## src/rtl/rxmon_pkg.sv

```systemverilog
package rxmon_pkg;
  localparam int unsigned NUM_IRQ = 2;
  typedef enum int unsigned {
    IRQ_BRK = 0,
    IRQ_TMO = 1
  } irq_idx_e;
endpackage

```

## src/rtl/rxmon_brk_cnt.sv

```systemverilog
module rxmon_brk_cnt #(
  parameter int unsigned DATA_W = 8,
  parameter int unsigned CNT_W  = 4
) (
  input  logic              clk_i,
  input  logic              rst_ni,
  input  logic              valid_i,
  input  logic [DATA_W-1:0] data_i,
  input  logic              frame_err_i,
  input  logic [CNT_W-1:0]  thresh_i,
  output logic              set_o
);
  // one extra bit so the count can always exceed any threshold
  localparam int unsigned CW = CNT_W + 1;
  localparam logic [CW-1:0] CNT_MAX = '1;

  logic          is_brk;
  logic [CW-1:0] cnt_q, cnt_inc;

  assign is_brk  = valid_i && frame_err_i && (data_i == '0);
  assign cnt_inc = (cnt_q == CNT_MAX) ? cnt_q : cnt_q + CW'(1);
  assign set_o   = is_brk && (cnt_inc > {1'b0, thresh_i});

  always_ff @(posedge clk_i or negedge rst_ni) begin
    if (!rst_ni)      cnt_q <= '0;
    else if (valid_i) cnt_q <= is_brk ? cnt_inc : '0;
  end

  // a non-break character clears the run
  a_r2_run_cleared: assert property (@(posedge clk_i) disable iff (!rst_ni)
    (valid_i && !is_brk) |=> (cnt_q == '0));
  // count never wraps back to zero on a break character
  a_r2_no_wrap: assert property (@(posedge clk_i) disable iff (!rst_ni)
    (is_brk && cnt_q != '0) |=> (cnt_q != '0));
endmodule

```

## src/rtl/rxmon_tmo_tmr.sv

```systemverilog
module rxmon_tmo_tmr #(
  parameter int unsigned TMO_W = 16
) (
  input  logic             clk_i,
  input  logic             rst_ni,
  input  logic             en_i,
  input  logic             nonempty_i,
  input  logic             restart_i,
  input  logic             tick_i,
  input  logic [TMO_W-1:0] limit_i,
  output logic             set_o
);
  logic             run, at_lim;
  logic [TMO_W-1:0] tmr_q, tmr_nxt;

  assign run     = en_i && nonempty_i;
  assign at_lim  = (tmr_q >= limit_i);
  assign tmr_nxt = tmr_q + TMO_W'(1);
  assign set_o   = run && !restart_i && tick_i && !at_lim && (tmr_nxt == limit_i);

  always_ff @(posedge clk_i or negedge rst_ni) begin
    if (!rst_ni)                   tmr_q <= '0;
    else if (restart_i || !run)    tmr_q <= '0;
    else if (tick_i && !at_lim)    tmr_q <= tmr_nxt;
  end

  // restart wins over tick
  a_r5_restart: assert property (@(posedge clk_i) disable iff (!rst_ni)
    restart_i |=> (tmr_q == '0));
  // held while idle
  a_r6_hold: assert property (@(posedge clk_i) disable iff (!rst_ni)
    !run |=> (tmr_q == '0));
  // firing leaves the timer at the limit
  a_r4_fire_at_limit: assert property (@(posedge clk_i) disable iff (!rst_ni)
    set_o |=> (tmr_q == $past(limit_i)));
  // no advance without a tick
  a_r4_tick_only: assert property (@(posedge clk_i) disable iff (!rst_ni)
    (!tick_i && !restart_i && run) |=> $stable(tmr_q));
endmodule

```

## src/rtl/rxmon_sticky.sv

```systemverilog
module rxmon_sticky (
  input  logic clk_i,
  input  logic rst_ni,
  input  logic set_i,
  input  logic clr_i,
  output logic q_o
);
  always_ff @(posedge clk_i or negedge rst_ni) begin
    if (!rst_ni) q_o <= 1'b0;
    else         q_o <= set_i || (q_o && !clr_i);
  end

  a_r7_sticky: assert property (@(posedge clk_i) disable iff (!rst_ni)
    (q_o && !clr_i) |=> q_o);
  a_r8_clear: assert property (@(posedge clk_i) disable iff (!rst_ni)
    (clr_i && !set_i) |=> !q_o);
  a_r8_set_wins: assert property (@(posedge clk_i) disable iff (!rst_ni)
    set_i |=> q_o);
endmodule

```

## src/rtl/rx_idle_break_mon.sv

```systemverilog
module rx_idle_break_mon
  import rxmon_pkg::*;
#(
  parameter int unsigned DATA_W = 8,
  parameter int unsigned CNT_W  = 4,
  parameter int unsigned TMO_W  = 16
) (
  input  logic              clk_i,
  input  logic              rst_ni,
  input  logic              char_valid_i,
  input  logic [DATA_W-1:0] char_data_i,
  input  logic              char_frame_err_i,
  input  logic              fifo_nonempty_i,
  input  logic              fifo_rd_i,
  input  logic              bit_tick_i,
  input  logic [CNT_W-1:0]  brk_thresh_i,
  input  logic [TMO_W-1:0]  tmo_limit_i,
  input  logic              tmo_en_i,
  input  logic              brk_clr_i,
  input  logic              tmo_clr_i,
  output logic              brk_irq_o,
  output logic              tmo_irq_o
);
  logic [NUM_IRQ-1:0] set_vec, clr_vec, irq_vec;

  rxmon_brk_cnt #(.DATA_W(DATA_W), .CNT_W(CNT_W)) u_brk (
    .clk_i       (clk_i),
    .rst_ni      (rst_ni),
    .valid_i     (char_valid_i),
    .data_i      (char_data_i),
    .frame_err_i (char_frame_err_i),
    .thresh_i    (brk_thresh_i),
    .set_o       (set_vec[IRQ_BRK])
  );

  rxmon_tmo_tmr #(.TMO_W(TMO_W)) u_tmo (
    .clk_i      (clk_i),
    .rst_ni     (rst_ni),
    .en_i       (tmo_en_i),
    .nonempty_i (fifo_nonempty_i),
    .restart_i  (char_valid_i || fifo_rd_i),
    .tick_i     (bit_tick_i),
    .limit_i    (tmo_limit_i),
    .set_o      (set_vec[IRQ_TMO])
  );

  assign clr_vec[IRQ_BRK] = brk_clr_i;
  assign clr_vec[IRQ_TMO] = tmo_clr_i;

  for (genvar i = 0; i < NUM_IRQ; i++) begin : g_irq
    rxmon_sticky u_flag (
      .clk_i  (clk_i),
      .rst_ni (rst_ni),
      .set_i  (set_vec[i]),
      .clr_i  (clr_vec[i]),
      .q_o    (irq_vec[i])
    );
  end

  assign brk_irq_o = irq_vec[IRQ_BRK];
  assign tmo_irq_o = irq_vec[IRQ_TMO];

  // a character without frame error never raises the break flag
  a_r1_needs_frame_err: assert property (@(posedge clk_i) disable iff (!rst_ni)
    (!brk_irq_o && !(char_valid_i && char_frame_err_i)) |=> !brk_irq_o);
  // the timeout flag never rises without a tick
  a_r4_rise_on_tick: assert property (@(posedge clk_i) disable iff (!rst_ni)
    (!tmo_irq_o && !bit_tick_i) |=> !tmo_irq_o);
endmodule

```

## config.mk

```make
export PLATFORM = sky130hd
export DESIGN_NAME = rx_idle_break_mon
export DESIGN_NICKNAME = d
export VERILOG_FILES = /design/src/rtl/rxmon_pkg.sv /design/src/rtl/rxmon_brk_cnt.sv /design/src/rtl/rxmon_tmo_tmr.sv /design/src/rtl/rxmon_sticky.sv /design/src/rtl/rx_idle_break_mon.sv
export SDC_FILE = /design/constraint.sdc
export NUM_CORES = 1
export LEC_CHECK = 0
export ABC_CLOCK_PERIOD_IN_PS = 3460
export BUFFER_PORTS_ARGS = -buffer_cell sky130_fd_sc_hd__buf_2
export CORE_MARGIN = 2
export CORE_UTILIZATION = 35
export DETAILED_ROUTE_END_ITERATION = 16
export MAX_ROUTING_LAYER = met4
export SLEW_MARGIN = 20
export SYNTH_ARGS = -nofsm -noshare
export SYNTH_HDL_FRONTEND = slang
export SYNTH_SLANG_ARGS = --single-unit
```

## constraint.sdc

```tcl
create_clock -name clk_i -period 3.46 [get_ports clk_i]
set_clock_uncertainty 0.15 [all_clocks]
set_input_delay 0.519 -clock clk_i [delete_from_list [all_inputs] [get_ports clk_i]]
set_output_delay 0.519 -clock clk_i [all_outputs]
set_load 0.05 [all_outputs]
```

== After elaboration in Yosys (flattened, before gate mapping) ==
Cells that the tools add are included.

* Register bits: 23
* Bits of input ports: 38
* Logic and storage cells: 36

* Add/subtract/negate cells: 2
* Magnitude comparators: 2
* Equal/unequal tests: 2
* Mux-type cells: 4
* Reductions and logical operators: 22

{| class="wikitable"
|+ Operators by type and width
! kind !! number
|-
| two-way mux 16 bit || 2
|-
| adder 16 x 1 -> 16 bit, second input constant || 1
|-
| equality test 16 bit || 1
|-
| greater-or-equal comparator 16 bit || 1
|-
| logical AND 1 bit || 11
|-
| two-way mux 5 bit || 2
|-
| logical NOT 8 bit || 1
|-
| adder 5 x 1 -> 5 bit, second input constant || 1
|-
| equality test 5 bit, second input constant || 1
|-
| greater-than comparator 5 x 4 -> 1 bit || 1
|-
| logical NOT 1 bit || 5
|-
| logical OR 1 bit || 4
|-
| nonzero test 2 bit || 1
|}

== Longest topological paths before layout ==
Gate-level depths: netlist of the first run.

* Depth after elaboration: 7
* Gate-level depth with buffers: 12
* Gate-level depth less buffers: 12

== By module ==
A second synthesis of the first run with hierarchy kept.

* Cells, all modules: 259
* Area total of the unflattened synthesis: 2202.1 um^2

{| class="wikitable"
|+ By module, submodules not included
! module !! times used !! cells an instance !! area each (um^2)
|-
| rxmon_tmo_tmr || 1 || 203 || 1667.8
|-
| rxmon_brk_cnt || 1 || 49 || 455.4
|-
| rxmon_sticky || 2 || 3 || 36.3
|-
| rx_idle_break_mon || 1 || 1 || 6.3
|}

== Least setup slack after synthesis of the first run ==
Ideal clock, no wire load.

* Kind: reg-to-reg
* From: register u_brk.cnt_q[0]
* To: register g_irq[0].u_flag.q_o
* Library setup time: 0.131 ns
* Arrival time: 2.139 ns
* Path slack: 1.040 ns
* Stages on the path, launching flop included: 13
* Cells stage by stage: dfrtp_1 -> ha_1 -> and3_1 -> nand2_1 -> nand2_1 -> o21ai_0 -> ha_1 -> nor2b_1 -> o21a_1 -> o21ai_0 -> nand2b_1 -> a211oi_1 -> o22ai_1

* Cells in the longest elaborated chain, start to end: 5
* Elaborated cells on any way between the ends: 6
* Those cells by class: add/sub: 1; order compare: 1; eq/ne: 1; mux: 1; reduce/logical: 2

{| class="wikitable"
|+ Ends and longest elaborated chain
! item !! line !! RTL
|-
| start, declared || rxmon_brk_cnt.sv:18 || <nowiki>logic [CW-1:0] cnt_q, cnt_inc;</nowiki>
|-
| start signal, assigned || rxmon_brk_cnt.sv:26 || <nowiki>else if (valid_i) cnt_q <= is_brk ? cnt_inc : '0;</nowiki>
|-
| adder 5 x 1 -> 5 bit / equality test 5 bit (equally long branches) || rxmon_brk_cnt.sv:21 || <nowiki>assign cnt_inc = (cnt_q == CNT_MAX) ? cnt_q : cnt_q + CW'(1);</nowiki>
|-
| two-way mux 5 bit (*) || rxmon_brk_cnt.sv:21 ||
|-
| greater-than comparator 5 x 4 -> 1 bit (*) || rxmon_brk_cnt.sv:22 || <nowiki>assign set_o = is_brk && (cnt_inc > {1'b0, thresh_i});</nowiki>
|-
| logical AND 1 bit (*) || rxmon_brk_cnt.sv:22 ||
|-
| logical OR 1 bit (*) || rxmon_sticky.sv:10 || <nowiki>else q_o <= set_i || (q_o && !clr_i);</nowiki>
|-
| end signal, assigned || rxmon_sticky.sv:10 ||
|-
| end, declared || rxmon_sticky.sv:6 || <nowiki>output logic q_o</nowiki>
|}

Every way passes the cells marked *; elsewhere a longest branch is shown, timed or not.
A chain may end at the register's enable or synchronous reset.

== Worst setup path in the final report of the first run ==
* From: register u_tmo.tmr_q[0]
* To: register g_irq[1].u_flag.q_o

* Cells in the longest elaborated chain, start to end: 5
* Elaborated cells on any way between the ends: 7
* Those cells by class: add/sub: 1; order compare: 1; eq/ne: 1; reduce/logical: 4

{| class="wikitable"
|+ Ends and longest elaborated chain
! item !! line !! RTL
|-
| start, declared || rxmon_tmo_tmr.sv:14 || <nowiki>logic [TMO_W-1:0] tmr_q, tmr_nxt;</nowiki>
|-
| start signal, assigned || rxmon_tmo_tmr.sv:24 || <nowiki>else if (tick_i && !at_lim) tmr_q <= tmr_nxt;</nowiki>
|-
| parallel branches: the longest is 3 deep, another holds adder 16 x 1 -> 16 bit || n/a ||
|-
| logical AND 1 bit (*) || rxmon_tmo_tmr.sv:19 || <nowiki>assign set_o = run && !restart_i && tick_i && !at_lim && (tmr_nxt == limit_i);</nowiki>
|-
| logical OR 1 bit (*) || rxmon_sticky.sv:10 ||
|-
| end signal, assigned || rxmon_sticky.sv:10 ||
|-
| end, declared || rxmon_sticky.sv:6 ||
|}

Mark *: on every way between the ends.

==> results.md, run 1 <==
* Outcome: finished, final reports clean
* EDFF count, synth at 0
* DR WL/cell at 13.77 um
* Net count after synthesis at 323
* Asr flop ratio synth at 100.0%
* Top post-synthesis cells by area: dfrtp_1 (26%), ha_1 (12%), xnor2_1 (8.2%), xor2_1 (6.3%), inv_1 (4.7%)
* Compound-gate portion of the synthesized area at 12.42%
* Startpoint Class: register
* Setup CP Type: register to register
* Synth Flop Type: dfrtp_1
* Cell Chain, Critical Path: inv_1 -> ha_1 -> nand2b_1 -> a2111o_1 -> a31oi_4 -> nand2_1 -> nand4b_1 -> o32ai_2
* Max Cap Viol at 0
* Num rows at 29
* Routed wire length at 5.205 mm
* Fraction of layout cells with a size suffix above 1 at 19.60%
* Final #Nets at between 300 and 400
* Flop-to-flop setup slack at 660 ps
* Number of global-route vias before repair at 1948
* CP Launch Point: u_tmo.tmr_q[0]
* CTS Buffer Depth at 2
* CTS tree: yes
* Port bufs at 39
* Number of top-level pins at 40
* # DRC at 0
* Critical path endpoint category: register
* Yosys Warn Count at 0
* CP top delay family: compound AO/OA/AOI/OAI gates
* Synth Area in XOR/XNOR at 14.49%
* Leakage at 1.150 nW
* Crit path time final at 2803 ps
* First-pass GRT wire length at 8.935 mm
* Max stage delay cell, worst path: a2111o_1
* Clk_lat worst skew at 270 ps
* Crit-path max FO at 15
* Die W at 83.95 um
* Finished Core Util at around two fifths
* Initial antenna violation count at 0
* Slowest Stage Delay on Critical Path at about 460 ps
* Netlist cell types at 46
* R2r startpoint: u_tmo.tmr_q[0]
* CTS H-tree depth at 1
* Setup Buffers After CTS at 0
* Synth Area in Simple Gates at 27.24%
* VDD IR max at 0.0001748 V
* Worst slew pin tran at 565.3 ps
* Multi-input gate area at ~0.0015 mm2
* Cell taking the most area after synthesis: dfrtp_1
* GRT overflow at 0
* Pre-antenna DRT Iters at 4
* Routability congestion estimate at ~0.86
* Cell area after synthesis at 0.002237 mm2
* Root buf cell: clkbuf_8
* Post-synthesis adder-cell area fraction at between 10% and 20%
* Main combinational cell family by area after synthesis: simple AND/OR/NAND/NOR gates
* CTS buffer count at 3
* Die area at 0.007048 mm2
* Pin count of the biggest net entering global routing at 24
* GRT Resource Usage Total at 15.72%
* Syn Inst Count at between 200 and 300
* Clock transition at path regs at 90 ps
* Worst path bufs/invs at 1
* Max-slew violation count at 0
* Core area at 0.006277 mm2
* Avg Synthesized Cell Area at roughly 8.5 um2
* Final setup vio count at 0
* Initial core utilization at 35.64%
* HP Class: input pin to async pin
* Chip height at between 80 and 90 um
* Ant diodes at 0
* Detail Placement HPWL at 4.106 mm
* Yosys reg bits at 23
* Antenna-violating nets left at 0
* Fmax at 356.7 MHz
* Post-synthesis mux area share at 0%
* Unrepaired setup endpoints after global routing: no
* Critical Path RT at 3490 ps
* Area added between synthesis and finish at 12.98%
* Routed vias/inst at around 5.2
* Sequential area share after synthesis at 25.73%
* Slew headroom at 62.31%
* Yosys top cell area share at 25.73%
* Hold Vio Cnt, Final at 0
* Pwr per Cell Area at around 210 mW/mm2
* Setup Total Neg Slack at 0 ps
* Register Area at 575.6 um2
* Filler Cells Inserted at 648
* Clock sink total at 23
* Post-route clock period utilization at about four fifths
* Post-cts resize count at 0
* WP data arrival at 2840 ps
* Via count at 1964
* DRT iter0 DRCs at 114
* Hold Buf Count CTS at 0
[layer usage]
layer	track usage (%)	up-vias	wire, um
met5	-	-	0
met1	20.91	931	2551
li1	-	991	-
met4	2.639	0	30
met3	1.682	4	161
met2	26.33	38	2462
[cell usage in the layout, fill, tap and decap left out, types with 2 or more instances in the layout]
cell type / n
a211oi_1: 2
a21oi_1: 10
and3_1: 4
buf_2: 39
buf_4: 3
clkbuf_8: 3
dfrtp_1: 23
ha_1: 22
inv_1: 28
nand2_1: 18
nand2b_1: 5
nand3_1: 21
nand4_1: 5
nand4_4: 2
nor2_1: 23
nor3_1: 8
nor3_2: 3
nor4_2: 2
o2111ai_1: 2
o21ai_0: 16
or4_1: 2
xnor2_1: 21
xor2_1: 16
[through the flow]
step | cell area, um2 | total power [mW] | worst slack, ps | cells | hold WS, ps
5_1_grt | 2527 | 0.5642 | 480.5 | 378 | 114.8
4_1_cts | 2527 | 0.5426 | 650.7 | 378 | 107.2
3_5_place_dp | 2481 | 0.3599 | 566.4 | 374 | 362.6
2_1_floorplan | 2237 | 0.3188 | 1040 | 263 | 73.41
3_3_place_gp | 2481 | 0.3578 | 658.0 | 374 | 345.0
6_report | 2527 | 0.5300 | 656.7 | 378 | 81.89
[kinds of logic after synthesis]
family	after synthesis
AO/OA/AOI/OAI	41
flip-flops	23
adder cells (fa/ha/maj)	22
buffers and inverters	36
XOR/XNOR	37
AND/OR/NAND/NOR	104
[final cells by class]
type / instances / share of cell area (%)
inverter: 28 / 4.158
tap: 77 / 3.812
sequential: 23 / 22.77
clock buffer: 3 / 1.634
timing repair buffer: 42 / 8.614
multi-input combinational: 204 / 58.81
clock inverter: 1 / 0.1980
[worst reg2reg max path, cell delays in order, from the launching register on]
cell,delay [ps]
dfrtp_1,440
inv_1,100
ha_1,290
nand2b_1,150
a2111o_1,460
a31oi_4,430
nand2_1,200
nand4b_1,240
o32ai_2,270
[synth_stat cells (2+ instances only)]
library cell and instances:
inv_1 28, dfrtp_1 23, nor2_1 23, ha_1 22, nand3_1 21, xnor2_1 21, nand2_1 18, o21ai_0 16
xor2_1 16, a21oi_1 10, nor3_1 8, nand2b_1 5, nand4_1 5, and3_1 4, buf_6 3, clkbuf_1 3
nor3_2 3, a211oi_1 2, nand4_4 2, nor4_2 2, o2111ai_1 2, or4_1 2
[power by group]
part | leakage, nW | internal [mW] | switching (mW)
Combinational | 0.804 | 0.0376 | 0.0471
Sequential | 0.321 | 0.269 | 0.000374
Clock | 0.0255 | 0.0806 | 0.0955
Total | 1.15 | 0.387 | 0.143
[sequential cells by signal, summed over array words and instances (netlist names)]
register / cells
u_brk.cnt_q: 5
u_tmo.tmr_q: 16
g_irq.u_flag.q_o: 2
[path summary, 6_finish.rpt]
path	end	cells after the start
max in group asynchronous	u_tmo.tmr_q[1]	1
worst min-delay path	u_tmo.tmr_q[6]	1
min in group clk_i	g_irq[0].u_flag.q_o	2
worst max-delay path	g_irq[1].u_flag.q_o	8
worst min register to register	g_irq[0].u_flag.q_o	2
worst max register to register	g_irq[1].u_flag.q_o	8
(Power assumes the default switching activity.)
==> inputs of run 2 (changes only) <==
Settings changed: ABC_CLOCK_PERIOD_IN_PS 3460 to 2450.
Clock period 3.46 ns to 2.45 ns, I/O delays scaled along.
==> run 2 against run 1 <==
Sequential share of layout area down 1.9 points. Global-route usage up 0.73 points. Critical path depth unchanged. Count of clock-buffer cells in the layout unchanged. Die area unchanged. Setup slack worse by 560 ps. Via count up 3.9%. Total power up 43%. Cell area up 9.6%. Non-clock buffer count up 26. Critical path type unchanged.
==> results.md, run 2 (same netlist as run 1, synthesis figures left out) <==
* Max FFs per register at 16 (unchanged)
* Post-route cell area at 0.002769 mm2 (was 0.002527 mm2)
* CTS H-tree depth at 1 (unchanged)
* Placed instance area at 0.002654 mm2 (was 0.002481 mm2)
* Clk pwr share at 32.7% (was 33.2%)
* Final #Nets at 388 (was 362)
* Fraction of layout cells with a size suffix above 1 at 27.83% (was 19.60%)
* Post-route clock period utilization at 96.23% (was 81.02%)
* Number of global-route vias before repair at 2037 (was 1948)
* Clock transition at path regs at 80 ps (was 90 ps)
* Area added between synthesis and finish at 23.77% (was 12.98%)
* Antenna-violating nets left at 0 (unchanged)
* Crit-path max FO at 5 (was 15)
* Number of top-level pins at 40 (unchanged)
* Routability congestion estimate at 0.8925 (was 0.8569)
* Routed wire length at 5.370 mm (was 5.205 mm)
* Design Power at 755.5 uW (was 530.0 uW)
* Root buf cell: clkbuf_8 (unchanged)
* Crit path time final at 2358 ps (was 2803 ps)
* Port bufs at 39 (unchanged)
* WP data arrival at 2380 ps (was 2840 ps)
* CTS Buffer Depth at 2 (unchanged)
* DRT iter0 DRCs at 85 (was 114)
* Initial core utilization at 35.64% (unchanged)
* Setup CP Type: register to register (unchanged)
* Seq pwr share at 50.3% (was 50.8%)
* DR WL/cell at 13.29 um (was 13.77 um)
* Worst slew pin tran at 547.6 ps (was 565.3 ps)
* Clock sink total at 23 (unchanged)
* Clk_lat worst skew at 270 ps (about the same)
* First-pass GRT wire length at 9.273 mm (was 8.935 mm)
* Pwr per Cell Area at 272.9 mW/mm2 (was 209.7 mW/mm2)
* Commonest cells after routing, fill and taps aside: buf_2 (39), inv_1 (28), buf_4 (28), nor2_1 (23) (was buf_2 (39), inv_1 (28), nor2_1 (23), dfrtp_1 (23), ha_1 (22))
* Pre-antenna DRT Iters at 4 (unchanged)
* Sw frac at 26.85% (was 26.99%)
* # DRC at 0 (unchanged)
* Core area at 0.006277 mm2 (unchanged)
* Filler Cells Inserted at 638 (was 648)
* Detail Placement HPWL at 4.271 mm (was 4.106 mm)
* Startpoint Class: register (unchanged)
* Ant diodes at 0 (unchanged)
* Outcome: finished, final reports clean (unchanged)
* Commonest non-fill, non-tap cell in the layout: buf_2 (unchanged)
* Initial antenna violation count at 0 (unchanged)
* HP Class: input pin to register (was input pin to async pin)
* Combinational share of power at 17.1% (was 16.0%)
* Slew headroom at 63.49% (was 62.31%)
* Routed vias/inst at 5.052 (was 5.196)
* Cell internal pwr at 552.6 uW (was 386.9 uW)
* Reg with most FFs: u_tmo.tmr_q (unchanged)
* Critical path endpoint category: register (unchanged)
* Via count at 2041 (was 1964)
* Fmax at 424.1 MHz (was 356.7 MHz)
* Critical Path RT at 2480 ps (was 3490 ps)
* Biggest regs: u_tmo.tmr_q x16, u_brk.cnt_q x5, g_irq.u_flag.q_o x2 (unchanged)
* Final setup vio count at 0 (unchanged)
* Chip height at 83.95 um (unchanged)
* Pin count of the biggest net entering global routing at 24 (unchanged)
* CTS tree: yes (unchanged)
* Setup Total Neg Slack at 0 ps (unchanged)
* CTS buffer count at 3 (unchanged)
* Num rows at 29 (unchanged)
* VDD IR max at 0.0001782 V (was 0.0001748 V)
* GRT overflow at 0 (unchanged)
* Die area at 0.007048 mm2 (unchanged)
* GRT Resource Usage Total at 16.45% (was 15.72%)
* Hold Vio Cnt, Final at 0 (unchanged)
* P_sw at 202.9 uW (was 143.0 uW)
* Max Cap Viol at 0 (unchanged)
* Max-slew violation count at 0 (unchanged)
* Die W at 83.95 um (unchanged)
* Hold Slack at 126.1 ps (was 81.89 ps)
* Leakage at 1.289 nW (was 1.150 nW)
==> run 2: worst max-delay path, cell delays in order (launching register included) <==
cell      delay (ps)
dfrtp_1          390
inv_1             90
ha_1             250
nand2b_1         150
a2111o_1         450
a31oi_4          220
nand2_1          100
nand4b_1         210
o32ai_2          270
==> run 2: metal layers <==
layer | routed length (um) | vias to the layer above | share of wire (%) | track usage [%]
met2 | 2509 | 48 | 47 | 26.84
met5 | 0 | - | 0 | -
met1 | 2542 | 946 | 47 | 21.69
met3 | 248 | 4 | 4.6 | 1.879
met4 | 70 | 0 | 1.3 | 4.545
li1 | - | 1043 | - | -
==> run 2: worst paths after layout <==
| check | from | endpoint | slack, ps | cells past startpoint |
|---|---|---|---|---|
| worst max-delay path | u_tmo.tmr_q[0] | g_irq[1].u_flag.q_o | 90 | 8 |
| worst min-delay path | brk_clr_i | g_irq[0].u_flag.q_o | 130 | 2 |
| worst max register to register | u_tmo.tmr_q[0] | g_irq[1].u_flag.q_o | 90 | 8 |
| worst min register to register | g_irq[1].u_flag.q_o | g_irq[1].u_flag.q_o | 380 | 2 |
| max in group asynchronous | rst_ni | u_tmo.tmr_q[1] | 1290 | 2 |
| min in group asynchronous | rst_ni | u_tmo.tmr_q[3] | 450 | 2 |
==> run 2: cell type report <==
type	count	area [um2]	share of cell area (%)
Inverter	28	105.1	3.796
Timing Repair Buffer	68	415.4	15.00
Clock inverter	1	5.005	0.1807
Multi-Input combinational cell	204	1529	55.22
Sequential cell	23	576.8	20.83
Tap cell	77	96.34	3.479
Clock buffer	3	41.29	1.491
==> run 2: metrics by stage <==
step	setup WS [ps]	cells	util (%)
2_1_floorplan	30.39	263	-
3_3_place_gp	11.68	397	42.28
3_5_place_dp	9.586	397	42.28
4_1_cts	7.057	402	43.17
5_1_grt	-26.49	404	44.11
6_report	92.28	404	44.11
==> run 2: repair_timing <==
| item | CTS | global route |
|---|---|---|
| endpoints found under the hold margin | 23 | 0 |
| endpoints found under the setup margin | 1 | 5 |
| buffers inserted | 0 | 2 |
| pin swaps | 1 | 3 |
| gates resized for setup | 1 | 10 |
| hold buffers | 1 | 0 |
==> run 2: power groups by stage <==
stage               clock network, mW  registers, mW  logic, mW
floorplan                           0          0.388     0.0625
global placement                    0          0.387      0.123
detailed placement                  0          0.387      0.126
CTS                             0.253          0.380      0.128
global route                    0.265          0.380      0.148
finish                          0.247          0.380      0.129
